File: src/rtl/mapper_pkg.sv
package mapper_pkg;

    localparam int unsigned ADDR_W   = 16;
    localparam int unsigned DATA_W   = 8;
    localparam int unsigned REG_W    = 6;
    localparam int unsigned CNT_W    = 4;
    localparam int unsigned DATA_LSB = DATA_W - REG_W;   // data bit carrying register bit 0
    localparam int unsigned FLAG_BIT = DATA_LSB;         // data bit carrying single-bit flags

    localparam logic [ADDR_W-1:0] WIN_MASK = 16'hE103;
    localparam logic [ADDR_W-1:0] WIN_BASE = 16'h4100;

    typedef enum logic [2:0] {
        ACC_IDLE,
        ACC_WORK_WR,
        ACC_INV_WR,
        ACC_STAGE_WR,
        ACC_MODE_WR,
        ACC_COMMIT,
        ACC_WIN_RD
    } acc_kind_e;

    typedef enum logic {
        WM_LOAD,
        WM_COUNT
    } work_mode_e;

endpackage

File: src/rtl/mapper_addr_decode.sv
module mapper_addr_decode
    import mapper_pkg::*;
(
    input  logic              strobe,
    input  logic              rw,
    input  logic [ADDR_W-1:0] addr,
    output acc_kind_e         kind
);

    logic in_window;
    logic in_rom;

    assign in_window = ((addr & WIN_MASK) & ~ADDR_W'(3)) == WIN_BASE;
    assign in_rom    = addr[ADDR_W-1];

    always_comb begin
        kind = ACC_IDLE;
        if (strobe) begin
            if (rw) begin
                if (in_window) begin
                    kind = ACC_WIN_RD;
                end
            end else if (in_rom) begin
                kind = ACC_COMMIT;
            end else if (in_window) begin
                unique case (addr[1:0])
                    2'd0: kind = ACC_WORK_WR;
                    2'd1: kind = ACC_INV_WR;
                    2'd2: kind = ACC_STAGE_WR;
                    2'd3: kind = ACC_MODE_WR;
                    default: kind = ACC_IDLE;
                endcase
            end
        end
    end

endmodule

File: src/rtl/mapper_work_unit.sv
module mapper_work_unit
    import mapper_pkg::*;
(
    input  logic             clk,
    input  logic             rst_n,
    input  acc_kind_e        kind,
    input  logic [REG_W-1:0] wr_field,
    input  logic             wr_flag,
    output logic [REG_W-1:0] work_q,
    output logic             inv_q
);

    work_mode_e       state_q, state_d;
    logic [REG_W-1:0] stage_q;
    logic [REG_W-1:0] work_d;
    logic [REG_W-1:0] load_val;
    logic [CNT_W-1:0] cnt_next;

    // State register for the working-register mode
    always_ff @(posedge clk or negedge rst_n) begin
        if (!rst_n) begin
            state_q <= WM_LOAD;
        end else begin
            state_q <= state_d;
        end
    end

    // Transitions: to_count, to_load, hold
    always_comb begin
        state_d = state_q;
        unique case (state_q)
            WM_LOAD:  if (kind == ACC_MODE_WR && wr_flag)  state_d = WM_COUNT;
            WM_COUNT: if (kind == ACC_MODE_WR && !wr_flag) state_d = WM_LOAD;
            default:  state_d = WM_LOAD;
        endcase
    end

    // Load path: the counter nibble is optionally complemented, the upper bits pass through
    for (genvar i = 0; i < REG_W; i++) begin : g_load
        if (i < CNT_W) begin : g_inv
            assign load_val[i] = stage_q[i] ^ inv_q;
        end else begin : g_pass
            assign load_val[i] = stage_q[i];
        end
    end

    assign cnt_next = work_q[CNT_W-1:0] + CNT_W'(1);

    // Working-register update selected by the mode state
    always_comb begin
        work_d = work_q;
        if (kind == ACC_WORK_WR) begin
            unique case (state_q)
                WM_LOAD:  work_d = load_val;
                WM_COUNT: work_d = {work_q[REG_W-1:CNT_W], cnt_next};
                default:  work_d = work_q;
            endcase
        end
    end

    always_ff @(posedge clk or negedge rst_n) begin
        if (!rst_n) begin
            work_q  <= '0;
            stage_q <= '0;
            inv_q   <= 1'b0;
        end else begin
            work_q <= work_d;
            if (kind == ACC_STAGE_WR) stage_q <= wr_field;
            if (kind == ACC_INV_WR)   inv_q   <= wr_flag;
        end
    end

endmodule

File: src/rtl/mapper_read_format.sv
module mapper_read_format
    import mapper_pkg::*;
(
    input  acc_kind_e         kind,
    input  logic [REG_W-1:0]  work_q,
    input  logic              inv_q,
    output logic [DATA_W-1:0] rd_data,
    output logic              rd_oe
);

    localparam int unsigned HI_BITS = REG_W - CNT_W;

    logic [REG_W-1:0] view;

    assign rd_oe = (kind == ACC_WIN_RD);

    // The upper bits are complemented on the way out when the invert flag is set
    for (genvar i = 0; i < REG_W; i++) begin : g_view
        if (i >= REG_W - HI_BITS) begin : g_hi
            assign view[i] = work_q[i] ^ inv_q;
        end else begin : g_lo
            assign view[i] = work_q[i];
        end
    end

    assign rd_data = rd_oe ? {view, {DATA_LSB{1'b0}}} : '0;

endmodule

File: src/rtl/mapper_bank_latch.sv
module mapper_bank_latch
    import mapper_pkg::*;
#(
    parameter int unsigned PRG_W   = 2,
    parameter int unsigned CHR_W   = 4,
    parameter int unsigned CHR_LSB = 1
) (
    input  logic             clk,
    input  logic             rst_n,
    input  acc_kind_e        kind,
    input  logic [REG_W-1:0] work_q,
    output logic [PRG_W-1:0] prg_bank,
    output logic [CHR_W-1:0] chr_bank
);

    logic [REG_W-1:0] out_q;

    always_ff @(posedge clk or negedge rst_n) begin
        if (!rst_n) begin
            out_q <= '0;
        end else if (kind == ACC_COMMIT) begin
            out_q <= work_q;
        end
    end

    // PRG lines come from the two outer register bits; CHR lines from the middle ones
    assign prg_bank = {out_q[REG_W-1], out_q[0]};
    assign chr_bank = out_q[CHR_LSB +: CHR_W];

endmodule

File: src/rtl/bank_latch_mapper.sv
module bank_latch_mapper
    import mapper_pkg::*;
(
    input  logic              clk,
    input  logic              rst_n,
    input  logic              cpu_strobe,
    input  logic              cpu_rw,
    input  logic [ADDR_W-1:0] cpu_addr,
    input  logic [DATA_W-1:0] cpu_data_in,
    output logic [DATA_W-1:0] cpu_data_out,
    output logic              cpu_data_oe,
    output logic [1:0]        prg_bank,
    output logic [3:0]        chr_bank
);

    acc_kind_e        kind;
    logic [REG_W-1:0] work_q;
    logic             inv_q;
    logic             data_low_unused;

    assign data_low_unused = ^cpu_data_in[DATA_LSB-1:0];

    mapper_addr_decode u_dec (
        .strobe (cpu_strobe),
        .rw     (cpu_rw),
        .addr   (cpu_addr),
        .kind   (kind)
    );

    mapper_work_unit u_work (
        .clk      (clk),
        .rst_n    (rst_n),
        .kind     (kind),
        .wr_field (cpu_data_in[DATA_W-1:DATA_LSB]),
        .wr_flag  (cpu_data_in[FLAG_BIT]),
        .work_q   (work_q),
        .inv_q    (inv_q)
    );

    mapper_read_format u_rd (
        .kind    (kind),
        .work_q  (work_q),
        .inv_q   (inv_q),
        .rd_data (cpu_data_out),
        .rd_oe   (cpu_data_oe)
    );

    mapper_bank_latch #(
        .PRG_W   (2),
        .CHR_W   (4),
        .CHR_LSB (1)
    ) u_bank (
        .clk      (clk),
        .rst_n    (rst_n),
        .kind     (kind),
        .work_q   (work_q),
        .prg_bank (prg_bank),
        .chr_bank (chr_bank)
    );

endmodule

File: config.mk
export PLATFORM = sky130hd
export DESIGN_NAME = bank_latch_mapper
export DESIGN_NICKNAME = d
export VERILOG_FILES = /design/src/rtl/mapper_pkg.sv /design/src/rtl/mapper_addr_decode.sv /design/src/rtl/mapper_work_unit.sv /design/src/rtl/mapper_read_format.sv /design/src/rtl/mapper_bank_latch.sv /design/src/rtl/bank_latch_mapper.sv
export SDC_FILE = /design/constraint.sdc
export NUM_CORES = 1
export LEC_CHECK = 0
export BUFFER_PORTS_ARGS = -buffer_cell sky130_fd_sc_hd__buf_2
export CAP_MARGIN = 10
export CORE_AREA = 2 2 56 58
export CTS_CLUSTER_SIZE = 25
export DETAILED_ROUTE_END_ITERATION = 10
export DIE_AREA = 0 0 58 60
export PLACE_DENSITY = 0.64
export SYNTH_ARGS = -nofsm -noshare
export SYNTH_HDL_FRONTEND = slang
export SYNTH_SLANG_ARGS = --single-unit
File: constraint.sdc
create_clock -name clk -period 4 [get_ports clk]
set_input_delay 0.6 -clock clk [delete_from_list [all_inputs] [get_ports clk]]
set_output_delay 0.6 -clock clk [all_outputs]
set_load 0.01 [all_outputs]
Yosys cells after proc, flatten, opt, wreduce, memory -nomap -nowiden
Index checks and enable logic that the tools add are counted.

word-level totals
  bits of input ports = 28
  register bits = 20

operators by class
  bitwise logic cells = 7
  multiplexer cells = 11
  $add $sub $neg = 1
  reductions and logical operators = 5
  equal/unequal tests = 10

operator list
  kind                                                                   count
  3-bit 2-to-1 mux                                                       5
  3-bit one-hot mux with 4 select lines                                  1
  6-bit one-hot mux with 2 select lines                                  1
  3-bit equality test, second input constant                             3
  8-bit 2-to-1 mux                                                       1
  3-bit by 2-bit equality test with 1-bit output, second input constant  2
  1-bit bitwise XOR                                                      6
  4-bit by 1-bit adder with 4-bit output, second input constant          1
  2-bit equality test, second input constant                             2
  4-bit by 3-bit equality test with 1-bit output, second input constant  1
  3-bit by 1-bit equality test with 1-bit output, second input constant  1
  2-bit by 1-bit equality test with 1-bit output, second input constant  1
  1-bit logical AND                                                      2
  2-bit logical NOT                                                      1
  1-bit 2-to-1 mux                                                       2
  1-bit one-hot mux with 2 select lines                                  1
  2-bit AND reduction                                                    1
  1-bit logical NOT                                                      1
  1-bit NOT                                                              1

Longest topological paths before layout
  depth after elaboration = 10
  gate-level depth with buffers = 6

By module
A second synthesis with hierarchy kept.

second synthesis, totals
  cell total of the unflattened synthesis = 95
  area, all modules = 1132.3 um2

by module, submodules not included
  module              cells each  instances  area each (um2)
  mapper_work_unit    54          1          678.2
  mapper_bank_latch   13          1          237.7
  mapper_addr_decode  15          1          121.4
  mapper_read_format  13          1          95.1

Worst setup path before layout
No wires, ideal clock.

  kind = input to register
  start = input cpu_addr[0]
  end = register u_work.work_q[0]
  cell stages on the path = 5
  arrival = 2293 ps
  slack = 1582 ps
  library setup time = 125 ps
  data required time = 3875 ps
  path through = inv_1 ha_1 or4_4 a2111oi_4 mux2_4

between the ends
  longest elaborated chain between the ends = 7

ends and longest elaborated chain
  element                                            RTL line                  RTL
  from (decl)                                        bank_latch_mapper.sv:8    input logic [ADDR_W-1:0] cpu_addr,
  2-bit equality test, or another cell as far along  mapper_addr_decode.sv:26  unique case (addr[1:0])
  3-bit one-hot mux with 4 select lines *            mapper_addr_decode.sv:26
  3-bit 2-to-1 mux *                                 mapper_addr_decode.sv:25  end else if (in_window) begin
  3-bit 2-to-1 mux *                                 mapper_addr_decode.sv:23  end else if (in_rom) begin
  3-bit 2-to-1 mux *                                 mapper_addr_decode.sv:19  if (rw) begin
  3-bit 2-to-1 mux *                                 mapper_addr_decode.sv:18  if (strobe) begin
  3-bit by 1-bit equality test with 1-bit output *   mapper_work_unit.sv:52    if (kind == ACC_WORK_WR) begin
  to (signal assigned)                               mapper_work_unit.sv:67    work_q <= work_d;
  to (decl)                                          mapper_work_unit.sv:9     output logic [REG_W-1:0] work_q,

Mark *: on every way between the ends. The rest lies on a longest branch, timed or not.
A chain may end at the register's enable or synchronous reset.

Worst setup path in the final report
  start = input cpu_addr[0]
  end = output cpu_data_out[5]

between the ends
  longest elaborated chain between the ends = 8

ends and longest elaborated chain
  element                                            RTL line                  RTL
  2-bit equality test, or another cell as far along  mapper_addr_decode.sv:26
  3-bit one-hot mux with 4 select lines *            mapper_addr_decode.sv:26
  3-bit 2-to-1 mux *                                 mapper_addr_decode.sv:25
  3-bit 2-to-1 mux *                                 mapper_addr_decode.sv:23
  3-bit 2-to-1 mux *                                 mapper_addr_decode.sv:19
  3-bit 2-to-1 mux *                                 mapper_addr_decode.sv:18
  3-bit equality test *                              mapper_read_format.sv:15  assign rd_oe = (kind == ACC_WIN_RD);
  8-bit 2-to-1 mux *                                 mapper_read_format.sv:26  assign rd_data = rd_oe ? {view, {DATA_LSB{1'b0}}} : '0;
  to (decl)                                          bank_latch_mapper.sv:10   output logic [DATA_W-1:0] cpu_data_out,

Marks and branches as above.

==> run metrics <==
Total Power=just under 400 uW; min Tclk post-route=2.73 ns; antenna violations before repair=0; number of synthesized flops with an enable pin=0; Slew @ Worst Pin=a little over 0.5 ns; H-tree depth=1; Post-Synthesis Cells=97; Root Driver=clkbuf_4; final worst-path cycle share=between 60% and 70%; top_reg_cell synth=dfrtp_1; CP Max Fanout=5; Detail Route Antenna Nets=0; WP data arrival=about 2.1 ns; unrepaired setup endpoints after global routing=no; Setup violations, final=0; leakage=0.694 nW; Final Max Tran Viols=0; dpl cell area=~0.0013 mm2; TNS Setup=0 ns; DR vias/cell=~5.0; worst reg-to-reg setup slack=2.74 ns; status=completed; total grt overflow=0; DR vias=approximately 790; R2R Path Start=u_work.work_q[0]; HP Class=in2async; Hold Vio Cnt, Final=0; Clk pin slew, worst setup/hold paths=roughly 0.11 ns; register bit count reported by yosys=20; antenna cells=0; crit path kind=in2out; asr flop ratio synth=100%; # hold bufs at CTS=0; adder-cell area share of the yosys netlist=approximately 4.5%; largest family of logic cells by synthesized area=multiplexers; vias in the first global route=~820; PD cells=roughly 300 mW/mm2; die area=0.00348 mm2; CP startpoint kind=primary input; CORE AREA=slightly below 0.003 mm2; die width=58 um; Synth Area in Compound Gates=under 10%; Area Growth Syn to Fin=17.8%; IO buf count=28; R2R Path End=u_work.work_q[1]; WP data required=about 3.4 ns; initial cell density of the core=around two fifths; CTS max path bufs=2; Max Freq=approximately 370 MHz; most frequent cells after synthesis=20 x dfrtp_1, 15 x mux2_1, 6 x nand2_1; most frequent cell after synthesis=dfrtp_1; GP Congestion=roughly 0.90; multiplexer area fraction after synthesis=18.8%; largest cells by area after synthesis=dfrtp_1 45%, mux2_1 15%, ha_1 4.5%; final WL=about 2 mm; IO Pins=between 40 and 50; Iteration-0 DRC Markers=7; maximum vdd drop=about 0.24 mV; pin count of the biggest net entering global routing=21; Mapped Area=0.00112 mm2; Syn Area/Cell=~12 um2; top cell type's share of synthesized area=between 40% and 50%; R2R depth=4; Die Ht=60 um; Num CTS Buffers=3; share of layout cells above drive strength 1=between 30% and 40%; CTS tree=built; # rows=20; cts repair resizes=0; detailed placer's ending HPWL=1.64 mm; skew final=0.0140 ns; max-cap check violation count=0; Total Nets Final=159; Synth Area in Simple Gates=~16%; CTS sink count=20; Final Cell Area=0.00132 mm2; Worst Setup End Kind=output port; Tot GR Track Use=about an eighth; Initial DRT Pass Iterations=3; area leader, netlist=dfrtp_1; sequential share of the synthesized area=44.8%; DRC=0; Setup Buffers After CTS=0; Cell variety after synth=29; DR WL/cell=roughly 13 um; XOR/XNOR Fraction of Synth Area=about 4.7%; first-pass GRT wire length=3.50 mm; fillcell total=between 200 and 300; worst skew pair latency=roughly 0.3 ns; max_slew headroom=between 60% and 70%; Yosys warnings=0
[registers in the layout, indices dropped and copies added, names as in the netlist, named ones only]
register / count
u_work.stage_q: 6
u_work.work_q: 6
u_work.inv_q: 1
u_bank.out_q: 6
[how the worst max path moves through the flow]
| stage | start | to | slack (ns) | cells past startpoint |
|---|---|---|---|---|
| floorplan | cpu_addr[0] | u_work.work_q[0] | 1.58 | 5 |
| global placement | cpu_addr[0] | cpu_data_out[4] | 1.33 | 8 |
| detailed placement | cpu_addr[0] | cpu_data_out[5] | 1.27 | 8 |
| CTS | cpu_addr[0] | cpu_data_out[5] | 1.26 | 8 |
| global route | cpu_addr[0] | cpu_data_out[3] | 1.11 | 8 |
| finish | cpu_addr[0] | cpu_data_out[5] | 1.27 | 8 |
[cells by family (layout without fill, tap and decap cells)]
group / after synthesis / count (layout)
AOI/OAI and AO/OA: 11 / 11
adders and majority gates: 4 / 4
other: 1 / 2
xor gates and xnor gates: 6 / 6
buffers and inverters: 8 / 36
DFF: 20 / 20
and+or+nand+nor: 29 / 29
muxes: 18 / 18
[metrics by stage]
stage | hold WS, ns | worst slack (ns) | cells | util (%)
floorplan | 0.304 | 1.58 | 98 | -
global placement | 0.467 | 1.33 | 155 | 44.1
detailed placement | 0.476 | 1.27 | 155 | 44.1
CTS | 0.229 | 1.26 | 159 | 45.3
global route | 0.239 | 1.11 | 159 | 45.3
finish | 0.221 | 1.27 | 159 | 45.3
[critical path, stage by stage]
cell and delay, ns:
buf_2 0.09, inv_1 0.05, ha_1 0.20, nor2_1 0.33, a41oi_1 0.24, nor2_1 0.32, and2_1 0.18, buf_2 0.12
[layout make-up]
| type | count | area (um2) | share of cell area (%) |
|---|---|---|---|
| timing repair buffer | 28 | 140 | 10.7 |
| inverter | 4 | 15.0 | 1.14 |
| tap | 33 | 41.3 | 3.14 |
| multi-input combinational | 70 | 582 | 44.2 |
| clock buffer | 4 | 36.3 | 2.76 |
| sequential | 20 | 500 | 38.1 |
[layer usage]
layer | part of all wire (%) | up-vias | global-route usage (%) | wire length (um)
met2 | 52 | 16 | 22.2 | 1030
met3 | 3.5 | 2 | 3.03 | 69
met4 | 0.60 | 0 | 6.31 | 12
li1 | - | 397 | - | -
met1 | 44 | 378 | 16.3 | 883
met5 | 0 | - | 0 | 0
[layout by cell type (no fill, tap or decap), types with 3 or more instances in the layout]
cell type / synthesis / routed
xor2_1: 3 / 3
a21oi_1: 5 / 5
ha_1: 4 / 4
xnor2_1: 3 / 3
and2_1: 4 / 4
dfrtp_1: 20 / 20
nand2_1: 6 / 6
nor3_1: 3 / 3
nor2_1: 4 / 4
mux2_1: 15 / 15
buf_2: 0 / 28
clkbuf_4: 0 / 3
inv_1: 4 / 4
[power breakdown]
group	internal, mW	switching, mW	leakage [nW]
registers	0.215	0.0108	0.275
clock network	0.0555	0.0569	0.0210
logic	0.0282	0.0302	0.398
Note: power is estimated with default switching activity, not from simulation.
